`src/rtl/ddr_pair_link.sv`:
```
module ddr_pair_link #(
  parameter int BYTE_W = 8,
  parameter logic [BYTE_W-1:0] IDLE = 8'hC5
) (
  input  logic              clk,
  input  logic              rst_n,
  input  logic              sel,
  input  logic              pri_rx,
  input  logic              sec_rx,
  output logic              pri_tx,
  output logic              sec_tx,
  output logic [BYTE_W-1:0] rx_data,
  output logic              rx_valid,
  input  logic [BYTE_W-1:0] tx_data,
  input  logic              tx_valid,
  output logic              tx_ready
);
  localparam int NSYM = BYTE_W / 2;
  localparam int CW = (NSYM > 1) ? $clog2(NSYM) : 1;
  localparam logic [CW-1:0] LAST = CW'(NSYM - 1);

  logic run, active, full;
  logic [CW-1:0] rph;
  logic pri_r, pri_f, sec_r, sec_f;
  logic [BYTE_W-1:0] rx_sh, tx_sh, id_sh, hold;
  logic pri_hi, pri_lo, sec_hi, sec_lo;

  wire bnd  = run && (rph == LAST);
  wire load = !run || bnd;
  wire [1:0] sym   = active ? {sec_r, sec_f} : {pri_r, pri_f};
  wire [1:0] a_sym = tx_sh[BYTE_W-1 -: 2];
  wire [1:0] i_sym = id_sh[BYTE_W-1 -: 2];
  wire take = tx_valid && tx_ready;

  assign tx_ready = !full;
  assign pri_tx = clk ? pri_hi : pri_lo;
  assign sec_tx = clk ? sec_hi : sec_lo;

  // rising-edge capture
  always_ff @(posedge clk or negedge rst_n)
    if (!rst_n) begin
      pri_r <= 1'b0;
      sec_r <= 1'b0;
    end else begin
      pri_r <= pri_rx;
      sec_r <= sec_rx;
    end

  // falling-edge capture
  always_ff @(negedge clk or negedge rst_n)
    if (!rst_n) begin
      pri_f <= 1'b0;
      sec_f <= 1'b0;
    end else begin
      pri_f <= pri_rx;
      sec_f <= sec_rx;
    end

  // frame counter and link choice
  always_ff @(posedge clk or negedge rst_n)
    if (!rst_n) begin
      run    <= 1'b0;
      rph    <= '0;
      active <= 1'b0;
    end else begin
      run <= 1'b1;
      if (run) rph <= bnd ? '0 : rph + 1'b1;
      if (bnd) active <= sel;
    end

  // receive assembly
  always_ff @(posedge clk or negedge rst_n)
    if (!rst_n) begin
      rx_sh    <= '0;
      rx_data  <= '0;
      rx_valid <= 1'b0;
    end else begin
      rx_valid <= bnd;
      if (run) rx_sh <= {rx_sh[BYTE_W-3:0], sym};
      if (bnd) rx_data <= {rx_sh[BYTE_W-3:0], sym};
    end

  // transmit holding register
  always_ff @(posedge clk or negedge rst_n)
    if (!rst_n) begin
      full <= 1'b0;
      hold <= '0;
    end else if (take) begin
      full <= 1'b1;
      hold <= tx_data;
    end else if (bnd) begin
      full <= 1'b0;
    end

  // transmit shifters
  always_ff @(posedge clk or negedge rst_n)
    if (!rst_n) begin
      tx_sh <= '0;
      id_sh <= '0;
    end else if (load) begin
      tx_sh <= (run && full) ? hold : IDLE;
      id_sh <= IDLE;
    end else begin
      tx_sh <= {tx_sh[BYTE_W-3:0], 2'b00};
      id_sh <= {id_sh[BYTE_W-3:0], 2'b00};
    end

  // launch registers
  always_ff @(posedge clk or negedge rst_n)
    if (!rst_n) begin
      {pri_hi, pri_lo} <= 2'b00;
      {sec_hi, sec_lo} <= 2'b00;
    end else if (run) begin
      {pri_hi, pri_lo} <= active ? i_sym : a_sym;
      {sec_hi, sec_lo} <= active ? a_sym : i_sym;
    end

  assert_rx_pulse_R4: assert property (@(posedge clk) disable iff (!rst_n)
    rx_valid |=> !rx_valid);
  assert_rx_frame_R3: assert property (@(posedge clk) disable iff (!rst_n)
    rx_valid |-> $past(bnd));
  assert_hold_closes_R7: assert property (@(posedge clk) disable iff (!rst_n)
    take |=> !tx_ready);
  assert_primary_default_R1: assert property (@(posedge clk) disable iff (!rst_n)
    !run |=> !active);
  assert_switch_boundary_R5: assert property (@(posedge clk) disable iff (!rst_n)
    (active != $past(active)) |-> $past(bnd));
endmodule

```
`config.mk`:
```
export PLATFORM = sky130hd
export DESIGN_NAME = ddr_pair_link
export DESIGN_NICKNAME = d
export VERILOG_FILES = /design/src/rtl/ddr_pair_link.sv
export SDC_FILE = /design/constraint.sdc
export NUM_CORES = 1
export LEC_CHECK = 0
export BUFFER_PORTS_ARGS = -buffer_cell sky130_fd_sc_hd__clkbuf_2
export CAP_MARGIN = 20
export CORE_AREA = 2 2 62 64
export CTS_CLUSTER_SIZE = 24
export DETAILED_ROUTE_END_ITERATION = 6
export DIE_AREA = 0 0 64 66
export GPL_TIMING_DRIVEN = 0
export PLACE_DENSITY = 0.71
export SYNTH_ARGS = -nofsm -noshare
export SYNTH_HDL_FRONTEND = slang
export SYNTH_SLANG_ARGS = --single-unit
export TNS_END_PERCENT = 50
```
`constraint.sdc`:
```
create_clock -name clk -period 1.8 [get_ports clk]
set_input_delay 0 -clock clk [delete_from_list [all_inputs] [get_ports clk]]
set_output_delay 0 -clock clk [all_outputs]
set_load 0.01 [all_outputs]
```
After elaboration in Yosys (flattened, before gate mapping)

Cells that the tools add are included.

Flip-flop bits (word level): 52
Logic and storage cells: 38

$add $sub $neg: 1
Eq/ne operators: 1
Multiplexer cells: 11
Reduce and logical (&&, ||, !) cells: 7

Operator list:

| cell                                                          | count |
|---|---|
| 8-bit two-way mux                                             | 3 |
| 2-bit two-way mux                                             | 4 |
| 1-bit two-way mux                                             | 4 |
| 1-bit logical AND                                             | 3 |
| 2-bit by 1-bit adder with 2-bit output, second input constant | 1 |
| 2-bit equality test, second input constant                    | 1 |
| 1-bit logical NOT                                             | 2 |
| 2-bit nonzero test                                            | 1 |
| 1-bit logical OR                                              | 1 |

Logic depth before layout (Yosys ltp)

Gate-level depths: netlist of run 1.

Depth in word-level cells: 4
Depth in mapped cells: 4
Gate-level depth less buffers: 4

==> results of run 1 <==
==> worst min path at each step <==
| stage | startpoint | endpoint | slack [ns] | cells past startpoint |
|---|---|---|---|---|
| global placement | sec_rx | sec_r | 0.12 | 1 |
| finish | tx_valid | full | 0.03 | 4 |
| CTS | rst_n | active | -0.25 | 1 |
| floorplan | rst_n | active | -0.30 | 0 |
| detailed placement | sec_rx | sec_r | 0.13 | 1 |
| global route | rst_n | pri_hi | 0.04 | 3 |
==> cell type report <==
class | count | area, um2 | area share [%]
Sequential cell | 48 | 1201 | 51.81
Multi-Input combinational cell | 75 | 603.1 | 26.01
Timing Repair Buffer | 37 | 265.3 | 11.44
Clock buffer | 11 | 77.57 | 3.346
Tap cell | 48 | 60.06 | 2.590
Buffer | 8 | 57.56 | 2.482
Clock inverter | 3 | 42.54 | 1.835
Inverter | 3 | 11.26 | 0.4857
==> logic make-up (layout without fill, tap and decap cells) <==
logic type / after synthesis / count (layout) / synth area share, %
fa+ha+maj: 1 / 1 / 0.6679
mux: 29 / 29 / 17.97
buf+inv: 11 / 62 / 3.674
compound gates: 18 / 18 / 5.344
other cells: 1 / 1 / 0.2002
simple gates: 26 / 26 / 8.017
flops: 48 / 48 / 64.13
==> per-layer routing <==
metal	wire [um]	up-vias
li1	-	549
met1	1428	570
met2	1638	29
met3	172	7
met4	61	0
met5	0	-
==> placed cells by master (no fill, tap or decap), types with 2 or more instances in the layout <==
master / Yosys / routed
nand2b_1: 5 / 5
mux2_4: 5 / 5
nand3_1: 3 / 3
clkbuf_2: 0 / 25
buf_2: 4 / 4
a21oi_1: 10 / 10
and3b_1: 3 / 3
inv_1: 3 / 3
o21ai_0: 4 / 4
a21boi_0: 3 / 3
buf_4: 2 / 2
buf_6: 2 / 2
mux2_2: 17 / 17
dfrtn_1: 2 / 2
dfrtp_1: 46 / 46
clkbuf_4: 0 / 9
nor2_1: 9 / 9
dlygate4sd3_1: 0 / 13
mux2i_1: 7 / 7
==> through the flow <==
stage	worst slack, ns	util, %	hold WS, ns	power [uW]
after floorplan	0.2404	-	-0.2956	2377
after global placement	0.03423	57.96	0.1249	2652
after detailed placement	-0.01776	57.96	0.1339	2717
after CTS	0.09361	64.16	-0.2474	3513
after global routing	0.03471	65.29	0.03504	3730
final	0.1068	65.29	0.02708	3469
==> worst reg2reg max path, delay by kind of cell (launching register included) <==
kind / cells / cell delay (ns)
AOI/OAI and AO/OA: 1 / 0.11
DFF: 1 / 0.34
muxes: 1 / 0.24
==> cells in the mapped netlist <==
cell / instances
and3_1: 1
conb_1: 1
and3b_1: 3
nand2b_1: 5
buf_2: 4
nor2b_1: 1
mux2_4: 5
o21bai_1: 1
inv_1: 3
o21ai_0: 4
dfrtp_1: 46
buf_4: 2
and2b_1: 1
dfrtn_1: 2
and2_1: 1
mux2_2: 17
nor2_1: 9
nor2b_2: 1
and2_4: 1
ha_1: 1
a21oi_1: 10
nand3_1: 3
mux2i_1: 7
buf_6: 2
a21boi_0: 3
==> report_power, final <==
part	internal (uW)	total, uW	switching, uW
clock	452	865	413
combinational	543	975	432
sequential	1440	1630	186
total	2440	3470	1030
==> registers in the layout, indices dropped and copies added, names as in the netlist, 2 cells and up <==
register,flops
rx_sh,6
rx_data,8
hold,8
rph,2
id_sh,4
tx_sh,8
==> results.py, run 1 <==
metrics = {
    "status": {
        "status": "completed",
    },
    "grt": {
        "track_usage_pct": 19.24,
        "gr-total-overflow": 0,
        "grt.met1_usage_pct": 22.04,
        "grt_use_met3_pct": 8.688,
        "gr-max-usage-layer": "met2",
        "grt_use_met2_pct": 29.04,
        "grt_pass1_vias": 1245,
        "grt_max_degree": 49,
        "grt_pass1_wl_um": 5733,
        "antenna_found_initial": 0,
    },
    "power_and_ir_drop": {
        "max-vdd-ir-drop_v": 0.0006756,
        "p_per_area_nw_per_um2": 1496,
        "p_leak_uw": 0.001079,
    },
    "synth": {
        "synth_nets": 149,
        "synth_top_area_cell": "dfrtp_1",
        "avgSynthCellArea_um2": 13.98,
        "synth.distinct_cells": 25,
        "seq_area_frac_synth_pct": 64.13,
        "ys_ff_latch": 48,
        "synth_warnings": 0,
        "netlist_top_cells_area": "dfrtp_1 61%, mux2_2 10%, mux2_4 4.0%",
        "synth_top_area_share_pct": 61.46,
        "netlist_instances": 134,
        "syn_area_um2": 1873,
    },
    "cells_and_area": {
        "fin_cells": 233,
        "num-nets-final": 199,
        "fillers": 268,
        "drive_above_1_share_pct": 37.84,
        "diodes": 0,
        "synthToLayoutAreaGrowth_pct": 23.78,
        "design_area_um2": 2318,
    },
    "setup_path": {
        "cp-startpoint": "sec_f",
        "cp_data_required_time_ns": 2.15,
        "critPathTopFamily": "flip-flops",
        "cp-endpoint": "rx_data[0]",
        "path_buf_inv": 0,
        "cpMaxStageDelayCell": "dfrtn_1",
        "critical_path.max_stage_delay_ns": 0.34,
        "start_kind": "register",
        "r2r-start": "sec_f",
        "reg2regPathDepth": 2,
        "reg2reg_to": "rx_data[0]",
        "end_kind": "register",
        "r2r_slack_ns": 0.11,
        "arrival_ns": 2.04,
        "path_cells": "mux2i_1 > a21oi_1",
        "cp_max_fo": 2,
        "worst-path-stages": 2,
        "crit_type": "register to register",
    },
    "timing": {
        "timing.final.hold_violations": 0,
        "setup_viol": 0,
        "rsz0062_at_grt": "no",
        "clock_skew_ns": 0.01163,
        "slew_violations": 0,
        "tns_ns": 0,
    },
    "clock_tree": {
        "post-cts-setup-buffer-count": 0,
        "ctsResizeCount": 0,
        "hold_buffers": 11,
        "cts_tree": "built",
        "insertion_delay_ns": 0.47,
        "cts.clk_slew.worst_paths_ns": 0.13,
    },
    "hold_path": {
        "hold_path_class": "input pin to register",
    },
    "drt": {
        "wl_per_cell_um": 14.17,
        "drcViolationCount": 0,
        "first_pass_iters": 4,
        "drtAntennaViolNets": 0,
        "vias": 1155,
        "wl_um": 3301,
        "initialDrtViolationCount": 66,
        "vias_per_cell": 4.957,
    },
    "floorplan": {
        "die_y_um": 66,
        "fp.coreArea_um2": 3551,
        "rows": 22,
        "die_area_um2": 4224,
        "chipWidth_um": 64,
        "initial_utilization_pct": 52.75,
        "io_pins": 26,
    },
    "job": {
        "cap_viol_max_count": 0,
    },
    "placed_design": {
        "hpwl_um": 2099,
        "portBuffers": 25,
        "routabilityCongestion": 0.7086,
        "placed_cells": 207,
        "placed_cell_area_um2": 2058,
    },
}
(Power assumes the default switching activity.)
==> run 2, diff against run 1 <==
- BUFFER_PORTS_ARGS: -buffer_cell sky130_fd_sc_hd__clkbuf_2 -> unset
- CORE_AREA: 2 2 62 64 -> 2 2 59 61
- DIE_AREA: 0 0 64 66 -> 0 0 61 63
- DONT_BUFFER_PORTS: unset -> 1
==> run 2 against run 1 <==
Effect of this change:
- non-clock buffer count decreased by 22
- sequential share of layout area increased by 2.7 points
- via count decreased by 5.2%
- final cell count decreased by 11%
- combinational power decreased by 16%
- register-to-register slack improved by 0.04 ns
- critical endpoint is now rx_sh[0]
==> results.py, run 2 (same netlist as run 1, synthesis figures left out) <==
metrics = {
    "placed_design": {
        "routabilityCongestion": 0.6910,
        "portBuffers": 0,
        "hpwl_um": 1873,
        "placed_cells": 180,
    },
    "timing": {
        "tns_ns": 0,
        "setup_viol": 0,
        "clock_skew_ns": 0.01176,
        "rsz0062_at_grt": "no",
        "timing.final.hold_violations": 0,
        "slew_violations": 0,
    },
    "setup_path": {
        "r2r_slack_ns": 0.15,
        "cp-startpoint": "sec_f",
        "cp_max_fo": 2,
        "start_kind": "register",
        "r2r-start": "sec_f",
        "crit_type": "register to register",
        "cp_data_required_time_ns": 2.15,
        "arrival_ns": 2.00,
        "end_kind": "register",
        "reg2reg_to": "rx_sh[0]",
        "reg2regPathDepth": 2,
    },
    "drt": {
        "wl_per_cell_um": 15.02,
        "initialDrtViolationCount": 34,
        "vias_per_cell": 5.290,
        "drtAntennaViolNets": 0,
        "drcViolationCount": 0,
        "wl_um": 3109,
        "vias": 1095,
        "first_pass_iters": 4,
    },
    "grt": {
        "grt_pass1_wl_um": 5595,
        "grt_max_degree": 47,
        "antenna_found_initial": 0,
        "track_usage_pct": 21.11,
        "grt_pass1_vias": 1223,
        "gr-total-overflow": 0,
    },
    "power_and_ir_drop": {
        "p_leak_uw": 0.0009838,
        "max-vdd-ir-drop_v": 0.0008302,
        "p_per_area_nw_per_um2": 1506,
    },
    "floorplan": {
        "rows": 21,
        "chipWidth_um": 61,
        "fp.coreArea_um2": 3232,
        "die_area_um2": 3843,
        "io_pins": 26,
        "initial_utilization_pct": 57.96,
        "die_y_um": 63,
    },
    "cells_and_area": {
        "synthToLayoutAreaGrowth_pct": 17.70,
        "fin_cells": 207,
        "final_cell_mix": "46 x dfrtp_1, 17 x mux2_2, 14 x dlygate4sd3_1, 10 x a21oi_1",
        "drive_above_1_share_pct": 27.33,
        "fillers": 253,
        "layout_commonest_cell": "dfrtp_1",
        "top_regs": "hold: 8 flops, rx_data: 8 flops, tx_sh: 8 flops",
        "diodes": 0,
        "num-nets-final": 175,
    },
    "clock_tree": {
        "cts_tree": "built",
        "cts.clk_slew.worst_paths_ns": 0.13,
        "insertion_delay_ns": 0.46,
        "ctsResizeCount": 0,
    },
    "status": {
        "status": "completed",
    },
    "hold_path": {
        "hold_path_class": "input pin to async pin",
    },
    "job": {
        "cap_viol_max_count": 0,
    },
}
[run 2: cell types whose count changed in the layout (fill, tap and decap cells not counted)]
cell and change:
buf_12 -1, dlygate4sd3_1 +1, buf_16 +1, clkinvlp_4 -1, clkbuf_1 +1, clkbuf_2 -25
[run 2: area by class of cell]
cell class / count / area (um2) / area share, %
repair buffers: 15 / 167.7 / 7.605
clock inverters: 2 / 35.03 / 1.589
flip-flops and latches: 48 / 1201 / 54.48
well taps: 46 / 57.56 / 2.611
clock buffers: 10 / 71.32 / 3.235
inverters: 3 / 11.26 / 0.5108
multi-input cells: 75 / 603.1 / 27.36
plain buffers: 8 / 57.56 / 2.611
[run 2: power breakdown]
group / total, uW / internal, uW / switching, uW
Clock: 823 / 432 / 391
Combinational: 818 / 469 / 348
Sequential: 1680 / 1440 / 237
Total: 3320 / 2340 / 976
[run 2: how the worst max path moves through the flow]
stage | end | slack [ns] | cells past startpoint
after detailed placement | rx_sh[0] | 0.15 | 2
after global routing | rx_sh[0] | 0.12 | 2
after floorplan | rx_data[0] | 0.24 | 2
final | rx_sh[0] | 0.15 | 2
after CTS | rx_sh[0] | 0.15 | 2
after global placement | rx_sh[0] | 0.17 | 2
[run 2: layer usage]
metal / share of wire [%] / vias up / routed length (um) / global-route usage (%)
met5: 0 / - / 0 / 0
met2: 50 / 26 / 1544 / 28.23
met3: 4.2 / 12 / 131 / 8.282
met4: 3.0 / 0 / 93 / 16.30
li1: - / 509 / - / -
met1: 43 / 548 / 1340 / 26.72
[run 2: through the flow]
step | utilization, % | hold WS [ns] | setup WS (ns) | cell area (um2) | total power, uW
5_1_grt | 68.22 | 0.04668 | 0.1226 | 2205 | 3566
6_report | 68.22 | 0.04550 | 0.1498 | 2205 | 3321
2_1_floorplan | - | -0.2956 | 0.2404 | 1873 | 2377
4_1_cts | 67.91 | 0.003968 | 0.1528 | 2195 | 3358
3_5_place_dp | 59.74 | -0.2945 | 0.1523 | 1931 | 2549
3_3_place_gp | 59.74 | -0.2941 | 0.1667 | 1931 | 2502
[run 2: worst max-delay path: stages (launching register included)]
cell and delay, ns:
dfrtn_1 0.34, mux2i_1 0.21, a21oi_1 0.10
[run 2: timing repair]
action,in CTS,in global routing
hold buffers,14,1
buffers inserted,0,0
endpoints found under the hold margin,58,2
